[config.mk]
export PLATFORM = sky130hd
export DESIGN_NAME = nand_prog_seq
export DESIGN_NICKNAME = d
export VERILOG_FILES = /design/src/rtl/nand_prog_seq.sv
export SDC_FILE = /design/constraint.sdc
export NUM_CORES = 1
export LEC_CHECK = 0
export BUFFER_PORTS_ARGS = -buffer_cell sky130_fd_sc_hd__clkbuf_2
export CELL_PAD_IN_SITES_DETAIL_PLACEMENT = 0
export CELL_PAD_IN_SITES_GLOBAL_PLACEMENT = 2
export CORE_ASPECT_RATIO = 1.2
export CORE_MARGIN = 4
export CORE_UTILIZATION = 38
export CTS_BUF_LIST = sky130_fd_sc_hd__clkbuf_2
export DETAILED_ROUTE_END_ITERATION = 8
export PLACE_DENSITY_LB_ADDON = 0.3
export SLEW_MARGIN = 20
export SYNTH_ARGS = -nofsm -noshare
export SYNTH_HDL_FRONTEND = slang
export SYNTH_SLANG_ARGS = --single-unit
[constraint.sdc]
create_clock -name clk -period 6.6 [get_ports clk]
set_input_delay 0.66 -clock clk [delete_from_list [all_inputs] [get_ports clk]]
set_output_delay 0.66 -clock clk [all_outputs]
set_load 0.005 [all_outputs]
[src/rtl/nand_prog_seq.sv]
module nand_prog_seq #(
  parameter int CNT_W  = 6,
  parameter int TMO_W  = 20,
  parameter int ROW_W  = 24,
  parameter int COL_W  = 16,
  parameter int WB_CYC = 4
) (
  input  logic             clk,
  input  logic             rst_n,
  input  logic             req_valid,
  output logic             req_ready,
  input  logic [ROW_W-1:0] req_row,
  input  logic [COL_W-1:0] req_col,
  input  logic             din_valid,
  output logic             din_ready,
  input  logic [7:0]       din_data,
  input  logic [COL_W-1:0] din_col,
  input  logic             din_jump,
  input  logic             din_last,
  input  logic [CNT_W-1:0] cfg_lo,
  input  logic [CNT_W-1:0] cfg_hi,
  input  logic [TMO_W-1:0] cfg_tmo,
  output logic             done,
  output logic [1:0]       result,
  output logic             nand_ce_n,
  output logic             nand_cle,
  output logic             nand_ale,
  output logic             nand_we_n,
  output logic             nand_re_n,
  output logic [7:0]       nand_io_out,
  output logic             nand_io_oe,
  input  logic [7:0]       nand_io_in,
  input  logic             nand_rb_n
);
  localparam int COL_CYC = (COL_W + 7) / 8;
  localparam int ROW_CYC = (ROW_W + 7) / 8;
  localparam int COL_PW  = 8 * COL_CYC;
  localparam int ROW_PW  = 8 * ROW_CYC;
  localparam int ADR_N   = COL_CYC + ROW_CYC;
  localparam int AW      = 8 * ADR_N;
  localparam int IDX_W   = $clog2(ADR_N + 1);
  localparam logic [1:0] RES_PASS = 2'd0;
  localparam logic [1:0] RES_FAIL = 2'd1;
  localparam logic [1:0] RES_TMO  = 2'd2;

  typedef enum logic [3:0] {
    S_IDLE, S_WLO, S_WHI, S_DWAIT, S_WB, S_BUSY, S_RLO, S_RHI, S_DONE
  } st_t;

  typedef enum logic [2:0] {
    K_C80, K_ADR, K_DAT, K_C85, K_JAD, K_C10, K_C70, K_CFF
  } kind_t;

  st_t              st;
  kind_t            kind;
  logic [IDX_W-1:0] idx;
  logic [CNT_W-1:0] cnt;
  logic [TMO_W-1:0] tmo;
  logic [ROW_W-1:0] row_q;
  logic [COL_W-1:0] col_q;
  logic [7:0]       byte_q;
  logic             last_q, first_q, rdy_q, err_q;
  logic [1:0]       result_q;

  logic [CNT_W:0]   cnt_nx;
  logic [TMO_W:0]   tmo_nx;
  logic             lo_end, hi_end, tmo_hit, wr, is_cmd, is_adr;
  logic [AW-1:0]    addr_vec;
  logic [7:0]       adr_byte;
  logic             unused_io;

  assign cnt_nx   = {1'b0, cnt} + (CNT_W+1)'(1);
  assign tmo_nx   = {1'b0, tmo} + (TMO_W+1)'(1);
  assign lo_end   = cnt_nx >= {1'b0, cfg_lo};
  assign hi_end   = cnt_nx >= {1'b0, cfg_hi};
  assign tmo_hit  = tmo_nx >= {1'b0, cfg_tmo};
  assign addr_vec = {ROW_PW'(row_q), COL_PW'(col_q)};
  assign adr_byte = addr_vec[{idx, 3'b000} +: 8];
  assign unused_io = ^{nand_io_in[7], nand_io_in[5:1]};

  assign wr     = (st == S_WLO) || (st == S_WHI);
  assign is_cmd = kind inside {K_C80, K_C85, K_C10, K_C70, K_CFF};
  assign is_adr = kind inside {K_ADR, K_JAD};

  assign req_ready  = st == S_IDLE;
  assign din_ready  = st == S_DWAIT;
  assign done       = st == S_DONE;
  assign result     = result_q;
  assign nand_ce_n  = (st == S_IDLE) || (st == S_DONE);
  assign nand_cle   = wr && is_cmd;
  assign nand_ale   = wr && is_adr;
  assign nand_we_n  = st != S_WLO;
  assign nand_re_n  = st != S_RLO;
  assign nand_io_oe = wr;

  always_comb begin
    case (kind)
      K_C80:        nand_io_out = 8'h80;
      K_C85:        nand_io_out = 8'h85;
      K_C10:        nand_io_out = 8'h10;
      K_C70:        nand_io_out = 8'h70;
      K_CFF:        nand_io_out = 8'hFF;
      K_ADR, K_JAD: nand_io_out = adr_byte;
      default:      nand_io_out = byte_q;
    endcase
  end

  always_ff @(posedge clk or negedge rst_n) begin
    if (!rst_n) begin
      st       <= S_IDLE;
      kind     <= K_C80;
      idx      <= '0;
      cnt      <= '0;
      tmo      <= '0;
      row_q    <= '0;
      col_q    <= '0;
      byte_q   <= '0;
      last_q   <= 1'b0;
      first_q  <= 1'b0;
      rdy_q    <= 1'b0;
      err_q    <= 1'b0;
      result_q <= RES_PASS;
    end else begin
      case (st)
        S_IDLE: if (req_valid) begin
          row_q   <= req_row;
          col_q   <= req_col;
          kind    <= K_C80;
          idx     <= '0;
          cnt     <= '0;
          first_q <= 1'b1;
          st      <= S_WLO;
        end
        S_WLO: if (lo_end) begin
          cnt <= '0;
          st  <= S_WHI;
        end else cnt <= cnt + 1'b1;
        S_WHI: if (!hi_end) cnt <= cnt + 1'b1;
        else begin
          cnt <= '0;
          case (kind)
            K_C80: begin kind <= K_ADR; idx <= '0; st <= S_WLO; end
            K_ADR: if (idx == IDX_W'(ADR_N - 1)) st <= S_DWAIT;
                   else begin idx <= idx + 1'b1; st <= S_WLO; end
            K_C85: begin kind <= K_JAD; idx <= '0; st <= S_WLO; end
            K_JAD: if (idx == IDX_W'(COL_CYC - 1)) begin kind <= K_DAT; st <= S_WLO; end
                   else begin idx <= idx + 1'b1; st <= S_WLO; end
            K_DAT: begin
              first_q <= 1'b0;
              if (last_q) begin kind <= K_C10; st <= S_WLO; end
              else st <= S_DWAIT;
            end
            K_C10: st <= S_WB;
            K_C70: st <= S_RLO;
            default: begin result_q <= RES_TMO; st <= S_DONE; end
          endcase
        end
        S_DWAIT: if (din_valid) begin
          byte_q <= din_data;
          last_q <= din_last;
          if (din_jump && !first_q) begin
            col_q <= din_col;
            kind  <= K_C85;
            idx   <= '0;
          end else kind <= K_DAT;
          st <= S_WLO;
        end
        S_WB: if (int'(cnt) >= WB_CYC - 1) begin
          cnt <= '0;
          tmo <= '0;
          st  <= S_BUSY;
        end else cnt <= cnt + 1'b1;
        S_BUSY: begin
          tmo <= tmo + 1'b1;
          if (nand_rb_n) begin kind <= K_C70; st <= S_WLO; end
          else if (tmo_hit) begin kind <= K_CFF; st <= S_WLO; end
        end
        S_RLO: begin
          tmo <= tmo + 1'b1;
          if (lo_end) begin
            cnt   <= '0;
            rdy_q <= nand_io_in[6];
            err_q <= nand_io_in[0];
            st    <= S_RHI;
          end else cnt <= cnt + 1'b1;
        end
        S_RHI: begin
          tmo <= tmo + 1'b1;
          if (!hi_end) cnt <= cnt + 1'b1;
          else begin
            cnt <= '0;
            if (rdy_q) begin
              result_q <= err_q ? RES_FAIL : RES_PASS;
              st       <= S_DONE;
            end else if (tmo_hit) begin
              kind <= K_CFF;
              st   <= S_WLO;
            end else st <= S_RLO;
          end
        end
        default: st <= S_IDLE;
      endcase
    end
  end
endmodule


==> impl_metrics.prom, run 1 <==
# TYPE chip_impl_metric gauge
chip_impl_metric{name="routed_via_density",unit=""} 5.344
chip_impl_metric{name="drt_drc_violations_left",unit=""} 0
chip_impl_metric{name="dr.pass1.iters",unit=""} 5
chip_impl_metric{name="cap_violations",unit=""} 0
chip_impl_metric{name="total_power",unit="W"} 0.002193
chip_impl_info{name="layout_commonest_cell",value="sky130_fd_sc_hd__clkbuf_2"} 1
chip_impl_metric{name="asyncSetResetFlopFracSynth",unit=""} 1.000
chip_impl_metric{name="count_of_filler_cells_inserted_in_the_layout",unit=""} 1592
chip_impl_metric{name="globalRoute.totalOverflow",unit=""} 0
chip_impl_metric{name="cts_inserted_buffers",unit=""} 9
chip_impl_info{name="cts_tree",value="yes"} 1
chip_impl_metric{name="post_route_cells_drive_above_1_share",unit=""} 0.2834
chip_impl_metric{name="final-hold-violation-count",unit=""} 0
chip_impl_metric{name="cts.sink_count",unit=""} 90
chip_impl_metric{name="std_cell_rows",unit=""} 50
chip_impl_metric{name="max-slew-margin-rel",unit=""} 0.3723
chip_impl_metric{name="hpwlAfterDp",unit="mm"} 11.66
chip_impl_metric{name="clock_latency",unit="ps"} 600
chip_impl_metric{name="post_synth_inst_count",unit=""} 624
chip_impl_metric{name="cp_peak_stage_delay",unit="ps"} 500
chip_impl_metric{name="numPlacedInstances",unit=""} 925
chip_impl_metric{name="route.vias.total",unit=""} 5039
chip_impl_metric{name="yosysWarningCount",unit=""} 0
chip_impl_info{name="final_cell_mix",value="sky130_fd_sc_hd__clkbuf_2 (131), sky130_fd_sc_hd__dfrtp_1 (90), sky130_fd_sc_hd__nand2_1 (62), sky130_fd_sc_hd__o21ai_0 (55), sky130_fd_sc_hd__inv_1 (42)"} 1
chip_impl_info{name="crit_path_launch_type",value="register"} 1
chip_impl_metric{name="synth_cell_types",unit=""} 74
chip_impl_metric{name="h-tree-depth",unit=""} 3
chip_impl_metric{name="hold_buffers",unit=""} 1
chip_impl_metric{name="chipWidth",unit="µm"} 123.0
chip_impl_info{name="outcome",value="complete, no violations"} 1
chip_impl_metric{name="timing.clock.skew",unit="ps"} 28.21
chip_impl_metric{name="synth-edff-count",unit=""} 0
chip_impl_metric{name="post_cts_setup_bufs",unit=""} 0
chip_impl_metric{name="powerDensity",unit="nW/µm²"} 322.5
chip_impl_info{name="timing_worst_setup_path_type",value="register to register"} 1
chip_impl_metric{name="seq_area_frac_synth",unit=""} 0.3735
chip_impl_metric{name="syn_area",unit="µm²"} 6030
chip_impl_metric{name="period_share",unit=""} 0.6381
chip_impl_metric{name="timing.critical_path.fanout_max",unit=""} 8
chip_impl_metric{name="numPortBuffers",unit=""} 123
chip_impl_metric{name="die_y",unit="µm"} 146.0
chip_impl_metric{name="clk_transition_reported_paths",unit="ps"} 270
chip_impl_metric{name="worst_slew_pin_slew",unit="ps"} 939.3
chip_impl_metric{name="synth.net_count",unit=""} 772
chip_impl_metric{name="io_pins",unit=""} 130
chip_impl_metric{name="power.leakage",unit="nW"} 3.333
chip_impl_metric{name="start_util",unit=""} 0.3871
chip_impl_metric{name="globalplace.congestion",unit=""} 0.7710
chip_impl_metric{name="groute.usage.overall",unit=""} 0.1739
chip_impl_metric{name="setup_viols_final",unit=""} 0
chip_impl_metric{name="grt_pass1_vias",unit=""} 5047
chip_impl_metric{name="ctsLongestPathBuffers",unit=""} 2
chip_impl_metric{name="dpl_worst_slack",unit="ps"} 2459
chip_impl_metric{name="slew_viol_final",unit=""} 0
chip_impl_info{name="most_repeated_library_cell_on_the_critical_path",value="sky130_fd_sc_hd__and3_1"} 1
chip_impl_metric{name="design_area",unit="µm²"} 6802
chip_impl_metric{name="routed_wirelength",unit="mm"} 15.42
chip_impl_metric{name="drt_iter0_markers",unit=""} 299
chip_impl_metric{name="nets",unit=""} 877
chip_impl_info{name="cp_cell_sequence",value="ha_1 > and3_1 > and3_1 > and3_2 > and3_1 > and3_1 > xor2_1 > ha_1 > a2111oi_0 > o31ai_1 > nand2_1 > and4_4 > mux2_4 > o32a_1"} 1
chip_impl_info{name="worst_path_max_delay_cell",value="sky130_fd_sc_hd__a2111oi_0"} 1
chip_impl_metric{name="minimum_clock_period",unit="ps"} 4211
chip_impl_metric{name="antenna_violating_nets_post_route",unit=""} 0
chip_impl_info{name="postSynth.topFlopCell",value="sky130_fd_sc_hd__dfrtp_1"} 1
chip_impl_metric{name="final_cell_count_no_fill",unit=""} 943
chip_impl_metric{name="placeable_core_area",unit="µm²"} 15580
chip_impl_metric{name="vdd_drop_max",unit="V"} 0.0001569
chip_impl_metric{name="fp.dieArea",unit="µm²"} 17950
chip_impl_metric{name="placedInstanceArea",unit="µm²"} 6698
chip_impl_metric{name="grt_first_pass_wirelength",unit="mm"} 24.83
chip_impl_info{name="worst_hold_path_type",value="primary input to register"} 1
chip_impl_metric{name="antenna_found_initial",unit=""} 1
chip_impl_metric{name="max_clock_freq",unit="MHz"} 237.4
chip_impl_metric{name="worst_ep_arrival_time",unit="ps"} 4750
chip_impl_metric{name="grt_max_degree",unit=""} 53
chip_impl_metric{name="syn_area_per_cell",unit="µm²"} 9.663
chip_impl_metric{name="setup_total_negative_slack",unit="ps"} 0
chip_impl_info{name="critical_path_end_type",value="register"} 1
chip_impl_metric{name="post_cts_resize_count",unit=""} 0
chip_impl_metric{name="route.detailed.wl_per_inst",unit="µm"} 16.36
chip_impl_info{name="clock_tree.root_cell",value="sky130_fd_sc_hd__clkbuf_2"} 1
chip_impl_metric{name="ff_latch_count_synth",unit=""} 90
chip_impl_info{name="rsz0062_at_grt",value="false"} 1
chip_impl_metric{name="required",unit="ps"} 7140
chip_impl_metric{name="worst_slack",unit="ps"} 2389
chip_impl_metric{name="layout-area-overhead-vs-synth",unit="%"} 12.80
[final cells by class]
class	instances	area [µm²]	share of cell area
clock inverters	7	45.04	0.006623
repair buffers	126	643.1	0.09455
well taps	208	260.3	0.03826
clock buffers	9	45.04	0.006623
multi-input cells	460	3396	0.4993
inverters	42	157.7	0.02318
diodes	1	2.502	0.0003679
flip-flops and latches	90	2252	0.3311
[cell families after synthesis]
kind of cell	count (synthesis)	share of synthesized area
AND/OR/NAND/NOR	190	0.1625
AO/OA/AOI/OAI	148	0.1623
flip-flops	90	0.3735
buffers and inverters	74	0.06350
multiplexers	62	0.1280
adder cells (fa/ha/maj)	37	0.07678
XOR/XNOR	23	0.03341
[critical path, delay by kind of cell, from the launching register on]
kind	cells	cell delay, ps
multiplexers	1	310
flip-flops	1	480
XOR/XNOR	1	220
AO/OA/AOI/OAI	3	910
AND/OR/NAND/NOR	7	1670
adder cells (fa/ha/maj)	2	570
[state kept, by name, indices dropped and copies added, names as in the netlist]
signal   flops
st           4
idx          3
col_q       16
first_q      1
row_q       24
err_q        1
rdy_q        1
kind         3
result       2
byte_q       8
cnt          6
last_q       1
tmo         20
[synthesized netlist by cell type, types with 11 or more instances]
library cell	count	area share
sky130_fd_sc_hd__xor2_1	11	0.016
sky130_fd_sc_hd__inv_1	42	0.026
sky130_fd_sc_hd__xnor2_1	12	0.017
sky130_fd_sc_hd__ha_1	37	0.077
sky130_fd_sc_hd__mux2_2	36	0.067
sky130_fd_sc_hd__mux2i_1	16	0.027
sky130_fd_sc_hd__nor2_1	33	0.021
sky130_fd_sc_hd__o21ai_0	55	0.046
sky130_fd_sc_hd__a21oi_1	27	0.022
sky130_fd_sc_hd__dfrtp_1	90	0.37
sky130_fd_sc_hd__nand2_1	62	0.039
sky130_fd_sc_hd__a22o_1	12	0.017
sky130_fd_sc_hd__nand2b_1	11	0.011
sky130_fd_sc_hd__clkbuf_1	15	0.0093
sky130_fd_sc_hd__nand3_1	22	0.018
[path summary, 6_finish.rpt]
kind / startpoint / to / slack (ps) / depth (start not counted)
setup reg to reg: tmo[0] / st[0] / 2390 / 14
hold reg to reg: col_q[0] / col_q[0] / 510 / 2
max in group asynchronous: rst_n / col_q[6] / 4950 / 3
hold / removal: req_row[22] / row_q[22] / 260 / 2
min in group asynchronous: rst_n / kind[0] / 530 / 2
setup / recovery: tmo[0] / st[0] / 2390 / 14
[where the power goes]
group	total [W]	switching (W)	internal, W
Clock	0.000250	0.000202	0.0000483
Sequential	0.000897	0.000161	0.000737
Combinational	0.00105	0.000537	0.000510
[layer usage]
layer  vias up  GRT usage  wire, µm
li1       2459          -         -
met1      2414     0.2293      6799
met2       144     0.2807      7473
met3        22    0.04160       850
met4         0    0.05540       299
met5         -          0         0
[metrics by stage]
step | util | hold slack [ps]
floorplan | - | 364.4
global placement | 0.4300 | 456.8
detailed placement | 0.4300 | 469.8
CTS | 0.4364 | 196.5
global route | 0.4366 | 162.7
finish | 0.4366 | 262.1
Power figures use the tool's default switching activity.
==> run 2: changes to the inputs <==
- CORE_UTILIZATION: 38 -> 35
- clock period: 6.6 -> 4.12 ns (I/O delays scaled with it)
==> run 2 against run 1 <==
First-iteration DRC count is 5.4% lower. Critical endpoint unchanged. Die area is 8.0% higher. Core utilization down 0.99 points. Critical path type unchanged. Routed wire length up 6.0%.
==> impl_metrics.prom, run 2 (synthesis results as in run 1) <==
# TYPE chip_impl_metric gauge
chip_impl_metric{name="groute.usage.overall",unit=""} 0.1683
chip_impl_metric{name="hpwlAfterDp",unit="mm"} 12.29
chip_impl_info{name="crit_path_launch_type",value="register"} 1
chip_impl_metric{name="antenna_found_initial",unit=""} 1
chip_impl_info{name="critical_path_end_type",value="register"} 1
chip_impl_metric{name="globalplace.congestion",unit=""} 0.8499
chip_impl_metric{name="start_util",unit=""} 0.3564
chip_impl_info{name="clock_tree.root_cell",value="sky130_fd_sc_hd__clkbuf_2"} 1
chip_impl_metric{name="layout-area-overhead-vs-synth",unit="%"} 19.73
chip_impl_metric{name="flip_flop_count_of_the_largest_register_after_layout",unit=""} 24
chip_impl_metric{name="required",unit="ps"} 4620
chip_impl_metric{name="h-tree-depth",unit=""} 3
chip_impl_metric{name="routed_via_density",unit=""} 5.198
chip_impl_metric{name="numPortBuffers",unit=""} 123
chip_impl_info{name="layout_commonest_cell",value="sky130_fd_sc_hd__clkbuf_2"} 1
chip_impl_metric{name="placeable_core_area",unit="µm²"} 16920
chip_impl_info{name="critPathCapture",value="st[0]"} 1
chip_impl_metric{name="chipWidth",unit="µm"} 127.8
chip_impl_metric{name="cts.sink_count",unit=""} 90
chip_impl_metric{name="finalCoreUtilization",unit=""} 0.4268
chip_impl_metric{name="drt_drc_violations_left",unit=""} 0
chip_impl_info{name="largest_register",value="row_q"} 1
chip_impl_metric{name="drt_iter0_markers",unit=""} 283
chip_impl_metric{name="powerDensity",unit="nW/µm²"} 507.5
chip_impl_metric{name="worst_slack",unit="ps"} 239.7
chip_impl_metric{name="power.leakage",unit="nW"} 3.521
chip_impl_metric{name="cap_violations",unit=""} 0
chip_impl_metric{name="cts_inserted_buffers",unit=""} 9
chip_impl_metric{name="post_route_cells_drive_above_1_share",unit=""} 0.2824
chip_impl_metric{name="timing.clock.skew",unit="ps"} 32.44
chip_impl_metric{name="std_cell_rows",unit=""} 52
chip_impl_metric{name="dr.pass1.iters",unit=""} 5
chip_impl_metric{name="ff2ff_path_depth",unit=""} 14
chip_impl_metric{name="ctsLongestPathBuffers",unit=""} 2
chip_impl_metric{name="max_clock_freq",unit="MHz"} 257.7
chip_impl_metric{name="multiInputGateArea",unit="µm²"} 3401
chip_impl_metric{name="post_cts_setup_bufs",unit=""} 0
chip_impl_info{name="worst_r2r_endpoint",value="st[0]"} 1
chip_impl_metric{name="setup_total_negative_slack",unit="ps"} 0
chip_impl_metric{name="vdd_drop_max",unit="V"} 0.0002327
chip_impl_metric{name="timing.critical_path.fanout_max",unit=""} 6
chip_impl_info{name="setup.worst_path.start",value="tmo[0]"} 1
chip_impl_metric{name="antenna_violating_nets_post_route",unit=""} 0
chip_impl_metric{name="worst_ep_arrival_time",unit="ps"} 4380
chip_impl_metric{name="period_share",unit=""} 0.9418
chip_impl_metric{name="final-hold-violation-count",unit=""} 0
chip_impl_metric{name="route.vias.total",unit=""} 5146
chip_impl_metric{name="setup_viols_final",unit=""} 0
chip_impl_metric{name="nets",unit=""} 915
chip_impl_metric{name="dpl_worst_slack",unit="ps"} 209.0
chip_impl_info{name="crit-reg2reg-launch",value="tmo[0]"} 1
chip_impl_metric{name="clock_latency",unit="ps"} 590
chip_impl_info{name="worst_hold_path_type",value="primary input to register"} 1
chip_impl_metric{name="final_cell_count_no_fill",unit=""} 990
chip_impl_metric{name="io_pins",unit=""} 130
chip_impl_info{name="final_cell_mix",value="sky130_fd_sc_hd__clkbuf_2 (131), sky130_fd_sc_hd__dfrtp_1 (89), sky130_fd_sc_hd__nand2_1 (62), sky130_fd_sc_hd__o21ai_0 (55), sky130_fd_sc_hd__inv_1 (42)"} 1
chip_impl_metric{name="minimum_clock_period",unit="ps"} 3880
chip_impl_metric{name="die_y",unit="µm"} 151.8
chip_impl_metric{name="numPlacedInstances",unit=""} 940
chip_impl_metric{name="route.detailed.wl_per_inst",unit="µm"} 16.52
chip_impl_metric{name="grt_max_degree",unit=""} 63
chip_impl_metric{name="worst_slew_pin_slew",unit="ps"} 882.2
chip_impl_metric{name="clk_transition_reported_paths",unit="ps"} 320
chip_impl_info{name="outcome",value="complete, no violations"} 1
chip_impl_metric{name="grt_pass1_vias",unit=""} 5095
chip_impl_metric{name="grt_first_pass_wirelength",unit="mm"} 25.92
chip_impl_metric{name="total_power",unit="W"} 0.003664
chip_impl_info{name="rsz0062_at_grt",value="false"} 1
chip_impl_metric{name="max-slew-margin-rel",unit=""} 0.4104
chip_impl_metric{name="count_of_filler_cells_inserted_in_the_layout",unit=""} 1687
chip_impl_metric{name="fp.dieArea",unit="µm²"} 19400
chip_impl_info{name="cts_tree",value="yes"} 1
chip_impl_metric{name="r2r_setup_slack",unit="ps"} 240
chip_impl_metric{name="sequential_cell_area",unit="µm²"} 2253
chip_impl_info{name="timing_worst_setup_path_type",value="register to register"} 1
chip_impl_info{name="top_regs",value="row_q (24), tmo (20), col_q (16)"} 1
chip_impl_metric{name="routed_wirelength",unit="mm"} 16.36
chip_impl_metric{name="slew_viol_final",unit=""} 0
chip_impl_metric{name="globalRoute.totalOverflow",unit=""} 0
run 2: cell types whose count changed in the layout (fill, tap and decap cells not counted), moves of 2 or more:
| cell | delta |
|---|---|
| sky130_fd_sc_hd__clkinv_8 | +2 |
| sky130_fd_sc_hd__clkinvlp_4 | -2 |
| sky130_fd_sc_hd__clkinv_1 | -2 |
| sky130_fd_sc_hd__dlygate4sd3_1 | +31 |
| sky130_fd_sc_hd__inv_8 | +2 |
| sky130_fd_sc_hd__buf_4 | +7 |
run 2: what timing repair did:
action | CTS | global route
gates resized for setup | 0 | 3
hold buffers | 29 | 3
endpoints found under the hold margin | 89 | 3
endpoints found under the setup margin | 0 | 5
run 2: area by class of cell:
| type | count | share of cell area |
|---|---|---|
| multi-input combinational | 460 | 0.4711 |
| sequential | 90 | 0.3121 |
| timing repair buffer | 164 | 0.1393 |
| tap | 216 | 0.03744 |
| inverter | 42 | 0.02184 |
| clock inverter | 7 | 0.01127 |
| clock buffer | 9 | 0.006239 |
| antenna | 2 | 0.0006932 |
run 2: worst min path at each step:
| stage | startpoint | end | slack (ps) | depth (start not counted) |
|---|---|---|---|---|
| floorplan | rst_n | byte_q[0] | 120 | 0 |
| global route | req_col[14] | col_q[14] | 9 | 3 |
| finish | req_col[14] | col_q[14] | 60 | 3 |
| global placement | col_q[4] | col_q[4] | 460 | 2 |
| CTS | req_row[12] | row_q[12] | 0.5 | 2 |
| detailed placement | col_q[10] | col_q[10] | 470 | 2 |
run 2: where the power goes:
| part | switching, W | internal, W | leakage (nW) |
|---|---|---|---|
| clock | 0.000370 | 0.000105 | 0.0760 |
| sequential | 0.000248 | 0.00118 | 1.14 |
| combinational | 0.000902 | 0.000858 | 2.31 |
run 2: critical path: stages (launching register included):
cell and delay [ps]:
sky130_fd_sc_hd__dfrtp_2 510, sky130_fd_sc_hd__ha_1 260, sky130_fd_sc_hd__and3_1 240, sky130_fd_sc_hd__and3_1 190, sky130_fd_sc_hd__and3_2 240, sky130_fd_sc_hd__and3_1 230, sky130_fd_sc_hd__and3_1 210, sky130_fd_sc_hd__xor2_1 260
sky130_fd_sc_hd__ha_1 330, sky130_fd_sc_hd__a2111oi_2 320, sky130_fd_sc_hd__o31ai_1 120, sky130_fd_sc_hd__nand2_1 80, sky130_fd_sc_hd__and4_4 250, sky130_fd_sc_hd__mux2_4 300, sky130_fd_sc_hd__o32a_1 280
run 2: metrics by stage:
step	hold WS [ps]	cell area [µm²]
floorplan	116.4	6030
global placement	457.4	6760
detailed placement	468.6	6760
CTS	0.5176	7177
global route	9.422	7219
finish	63.56	7219
run 2: routing by layer:
metal	GRT usage	up-vias	wire length [µm]	part of all wire
li1	-	2537	-	-
met4	0.04989	0	191	0.012
met1	0.2309	2462	7628	0.47
met3	0.02349	13	630	0.039
met2	0.2770	134	7906	0.48
met5	0	-	0	0
==> run 3: changes to the inputs <==
- CORE_UTILIZATION: 35 -> 30
- PLACE_DENSITY: default -> 0.82
- PLACE_DENSITY_LB_ADDON: 0.3 -> default
==> run 3 against run 2 <==
Clock power increased by 17%. Design area grew 1.5%. Worst setup slack gained 15 ps. Clock-buffer cell count unchanged. Fmax rose by 0.38%. Worst hold slack improved by 42 ps. Clock skew is 15 ps lower. Total power is 1.6% higher. Routed wire length is 1.1% lower. Global-route usage shrank 2.1 points. First-iteration DRC count increased by 19%. Largest cell class unchanged. Highest routed layer unchanged.
==> impl_metrics.prom, run 3 (synthesis results as in run 1) <==
# TYPE chip_impl_metric gauge
chip_impl_metric{name="numPortBuffers",unit=""} 123
chip_impl_info{name="timing_worst_setup_path_type",value="register to register"} 1
chip_impl_metric{name="drt_drc_violations_left",unit=""} 0
chip_impl_metric{name="minimum_clock_period",unit="ps"} 3866
chip_impl_info{name="worst_path_max_delay_cell",value="sky130_fd_sc_hd__dfrtp_1"} 1
chip_impl_info{name="crit-reg2reg-launch",value="tmo[0]"} 1
chip_impl_metric{name="grt_max_degree",unit=""} 63
chip_impl_metric{name="final-hold-violation-count",unit=""} 0
chip_impl_metric{name="cp.depth",unit=""} 14
chip_impl_metric{name="power.internal",unit="W"} 0.002255
chip_impl_metric{name="ff2ff_path_depth",unit=""} 14
chip_impl_info{name="most_repeated_library_cell_on_the_critical_path",value="sky130_fd_sc_hd__and3_1"} 1
chip_impl_metric{name="power.share.clock",unit=""} 0.149
chip_impl_metric{name="hpwlAfterDp",unit="mm"} 12.08
chip_impl_metric{name="globalRoute.totalOverflow",unit=""} 0
chip_impl_metric{name="post_cts_setup_bufs",unit=""} 0
chip_impl_metric{name="grt_pass1_vias",unit=""} 5085
chip_impl_metric{name="r2r_setup_slack",unit="ps"} 250
chip_impl_metric{name="timing.critical_path.fanout_max",unit=""} 8
chip_impl_metric{name="antenna_found_initial",unit=""} 1
chip_impl_info{name="cts_tree",value="yes"} 1
chip_impl_metric{name="start_util",unit=""} 0.3062
chip_impl_metric{name="max_clock_freq",unit="MHz"} 258.7
chip_impl_metric{name="cts.sink_count",unit=""} 90
chip_impl_metric{name="route.detailed.wl_per_inst",unit="µm"} 15.58
chip_impl_metric{name="cap_violations",unit=""} 0
chip_impl_metric{name="chipWidth",unit="µm"} 137.4
chip_impl_info{name="worst_hold_path_type",value="primary input to register"} 1
chip_impl_metric{name="ctsLongestPathBuffers",unit=""} 2
chip_impl_metric{name="layout-area-overhead-vs-synth",unit="%"} 21.52
chip_impl_info{name="cp_cell_sequence",value="ha_1 > and3_1 > and3_1 > and3_2 > and3_1 > and3_1 > xor2_1 > ha_1 > a2111oi_1 > o31ai_1 > nand2_1 > and4_4 > mux2_4 > o32a_1"} 1
chip_impl_metric{name="worst_ep_arrival_time",unit="ps"} 4350
chip_impl_metric{name="h-tree-depth",unit=""} 3
chip_impl_metric{name="period_share",unit=""} 0.9383
chip_impl_metric{name="setup_viols_final",unit=""} 0
chip_impl_metric{name="switchingPower",unit="W"} 0.001468
chip_impl_info{name="largest_register",value="row_q"} 1
chip_impl_metric{name="drt_iter0_markers",unit=""} 337
chip_impl_info{name="top_regs",value="row_q (24), tmo (20), col_q (16)"} 1
chip_impl_info{name="layout_commonest_cell",value="sky130_fd_sc_hd__clkbuf_2"} 1
chip_impl_metric{name="placeable_core_area",unit="µm²"} 19690
chip_impl_metric{name="dr.pass1.iters",unit=""} 5
chip_impl_metric{name="hold_path_depth",unit=""} 2
chip_impl_metric{name="vdd_drop_max",unit="V"} 0.0002140
chip_impl_info{name="worst_path_dominant_cell_family",value="simple AND/OR/NAND/NOR gates"} 1
chip_impl_info{name="worst_r2r_endpoint",value="st[0]"} 1
chip_impl_info{name="setup.worst_path.start",value="tmo[0]"} 1
chip_impl_metric{name="p_seq_frac",unit=""} 0.378
chip_impl_metric{name="portion_of_total_power_attributed_to_combinational_logic",unit=""} 0.473
chip_impl_metric{name="fp.dieArea",unit="µm²"} 22440
chip_impl_metric{name="clock_latency",unit="ps"} 560
chip_impl_metric{name="setup_total_negative_slack",unit="ps"} 0
chip_impl_info{name="worstHoldEndpoint",value="row_q[20]"} 1
chip_impl_metric{name="routed_via_density",unit=""} 4.809
chip_impl_metric{name="slew_viol_final",unit=""} 0
chip_impl_metric{name="route.vias.total",unit=""} 4992
chip_impl_metric{name="required",unit="ps"} 4610
chip_impl_metric{name="switching_share",unit=""} 0.3943
chip_impl_metric{name="max-slew-margin-rel",unit=""} 0.3876
chip_impl_metric{name="io_pins",unit=""} 130
chip_impl_info{name="min-delay-start",value="req_row[20]"} 1
chip_impl_metric{name="clk_transition_reported_paths",unit="ps"} 270
chip_impl_metric{name="groute.usage.overall",unit=""} 0.1475
chip_impl_metric{name="power.leakage",unit="nW"} 3.554
chip_impl_metric{name="timing.clock.skew",unit="ps"} 17.31
chip_impl_info{name="final_cell_mix",value="sky130_fd_sc_hd__clkbuf_2 (131), sky130_fd_sc_hd__dfrtp_1 (90), sky130_fd_sc_hd__nand2_1 (62), sky130_fd_sc_hd__o21ai_0 (55), sky130_fd_sc_hd__inv_1 (42)"} 1
chip_impl_info{name="clock_tree.root_cell",value="sky130_fd_sc_hd__clkbuf_2"} 1
chip_impl_metric{name="cts_inserted_buffers",unit=""} 9
chip_impl_metric{name="routed_wirelength",unit="mm"} 16.18
chip_impl_metric{name="post_route_cells_drive_above_1_share",unit=""} 0.2809
chip_impl_metric{name="worst_slew_pin_slew",unit="ps"} 916.3
chip_impl_metric{name="cp_peak_stage_delay",unit="ps"} 490
chip_impl_info{name="rsz0062_at_grt",value="false"} 1
chip_impl_info{name="crit_path_launch_type",value="register"} 1
chip_impl_metric{name="grt_first_pass_wirelength",unit="mm"} 26.27
chip_impl_metric{name="globalplace.congestion",unit=""} 0.7827
chip_impl_metric{name="flip_flop_count_of_the_largest_register_after_layout",unit=""} 24
chip_impl_metric{name="die_y",unit="µm"} 163.3
chip_impl_info{name="critical_path_end_type",value="register"} 1
chip_impl_metric{name="antenna_violating_nets_post_route",unit=""} 0
chip_impl_metric{name="powerDensity",unit="nW/µm²"} 508.2
chip_impl_metric{name="total_power",unit="W"} 0.003723
chip_impl_metric{name="nets",unit=""} 919
chip_impl_metric{name="number_of_buffer_and_inverter_stages_on_the_critical_path",unit=""} 0
chip_impl_metric{name="std_cell_rows",unit=""} 56
chip_impl_info{name="outcome",value="complete, no violations"} 1
==> run 3: changes by cell type in the layout (fill, tap and decap cells not counted), sizes merged <==
cell,change
inv,+1
clkinv,-3
bufinv,+2
dlygate4sd3,+2
buf,+2
diode,-1
==> run 3: how the worst max path moves through the flow <==
stage / endpoint
2_1_floorplan: st[0]
3_3_place_gp: st[0]
3_5_place_dp: st[0]
4_1_cts: st[0]
5_1_grt: st[0]
6_report: st[0]
==> run 3: power groups by stage <==
stage          logic, W  registers, W  clock network, W
4_1_cts         0.00180       0.00141          0.000582
5_1_grt         0.00199       0.00145          0.000628
6_report        0.00176       0.00141          0.000555
3_3_place_gp    0.00175       0.00142                 0
2_1_floorplan   0.00139       0.00132                 0
3_5_place_dp    0.00177       0.00143                 0
==> run 3: area by class of cell <==
type,instances,area (µm²)
tap,261,326.6
antenna,1,2.502
clock inverter,7,106.4
clock buffer,9,45.04
multi-input combinational,460,3396
fill,1995,12360
inverter,42,157.7
timing repair buffer,168,1041
sequential,90,2252
==> run 3: routing by layer <==
metal	track usage	routed length (µm)	up-vias
li1	-	-	2538
met1	0.1993	7185	2369
met2	0.2504	8426	83
met3	0.02187	495	2
met4	0.02995	68	0
met5	0	0	-
==> run 3: repair_timing <==
action                     in CTS  in global routing
hold endpoints to repair       90                  4
gates resized for setup         0                  1
hold buffers                   30                  4
setup endpoints to repair       0                  1
==> run 3: worst register-to-register path: cells and delay by family (launching register included) <==
| family | cells | cell delay [ps] |
|---|---|---|
| compound gates | 3 | 770 |
| xor+xnor | 1 | 200 |
| fa+ha+maj | 2 | 580 |
| flops | 1 | 490 |
| mux | 1 | 320 |
| simple gates | 7 | 1450 |
==> run 3: metrics by stage <==
stage	hold WS [ps]	std cells	setup slack (ps)	cell area, µm²	util
2_1_floorplan	116.4	624	375.0	6030	-
3_3_place_gp	457.3	987	236.1	6832	0.3470
3_5_place_dp	470.7	987	223.8	6832	0.3470
4_1_cts	1.506	1033	200.7	7283	0.3699
5_1_grt	1.680	1038	0.04707	7327	0.3721
6_report	105.6	1038	254.3	7327	0.3721
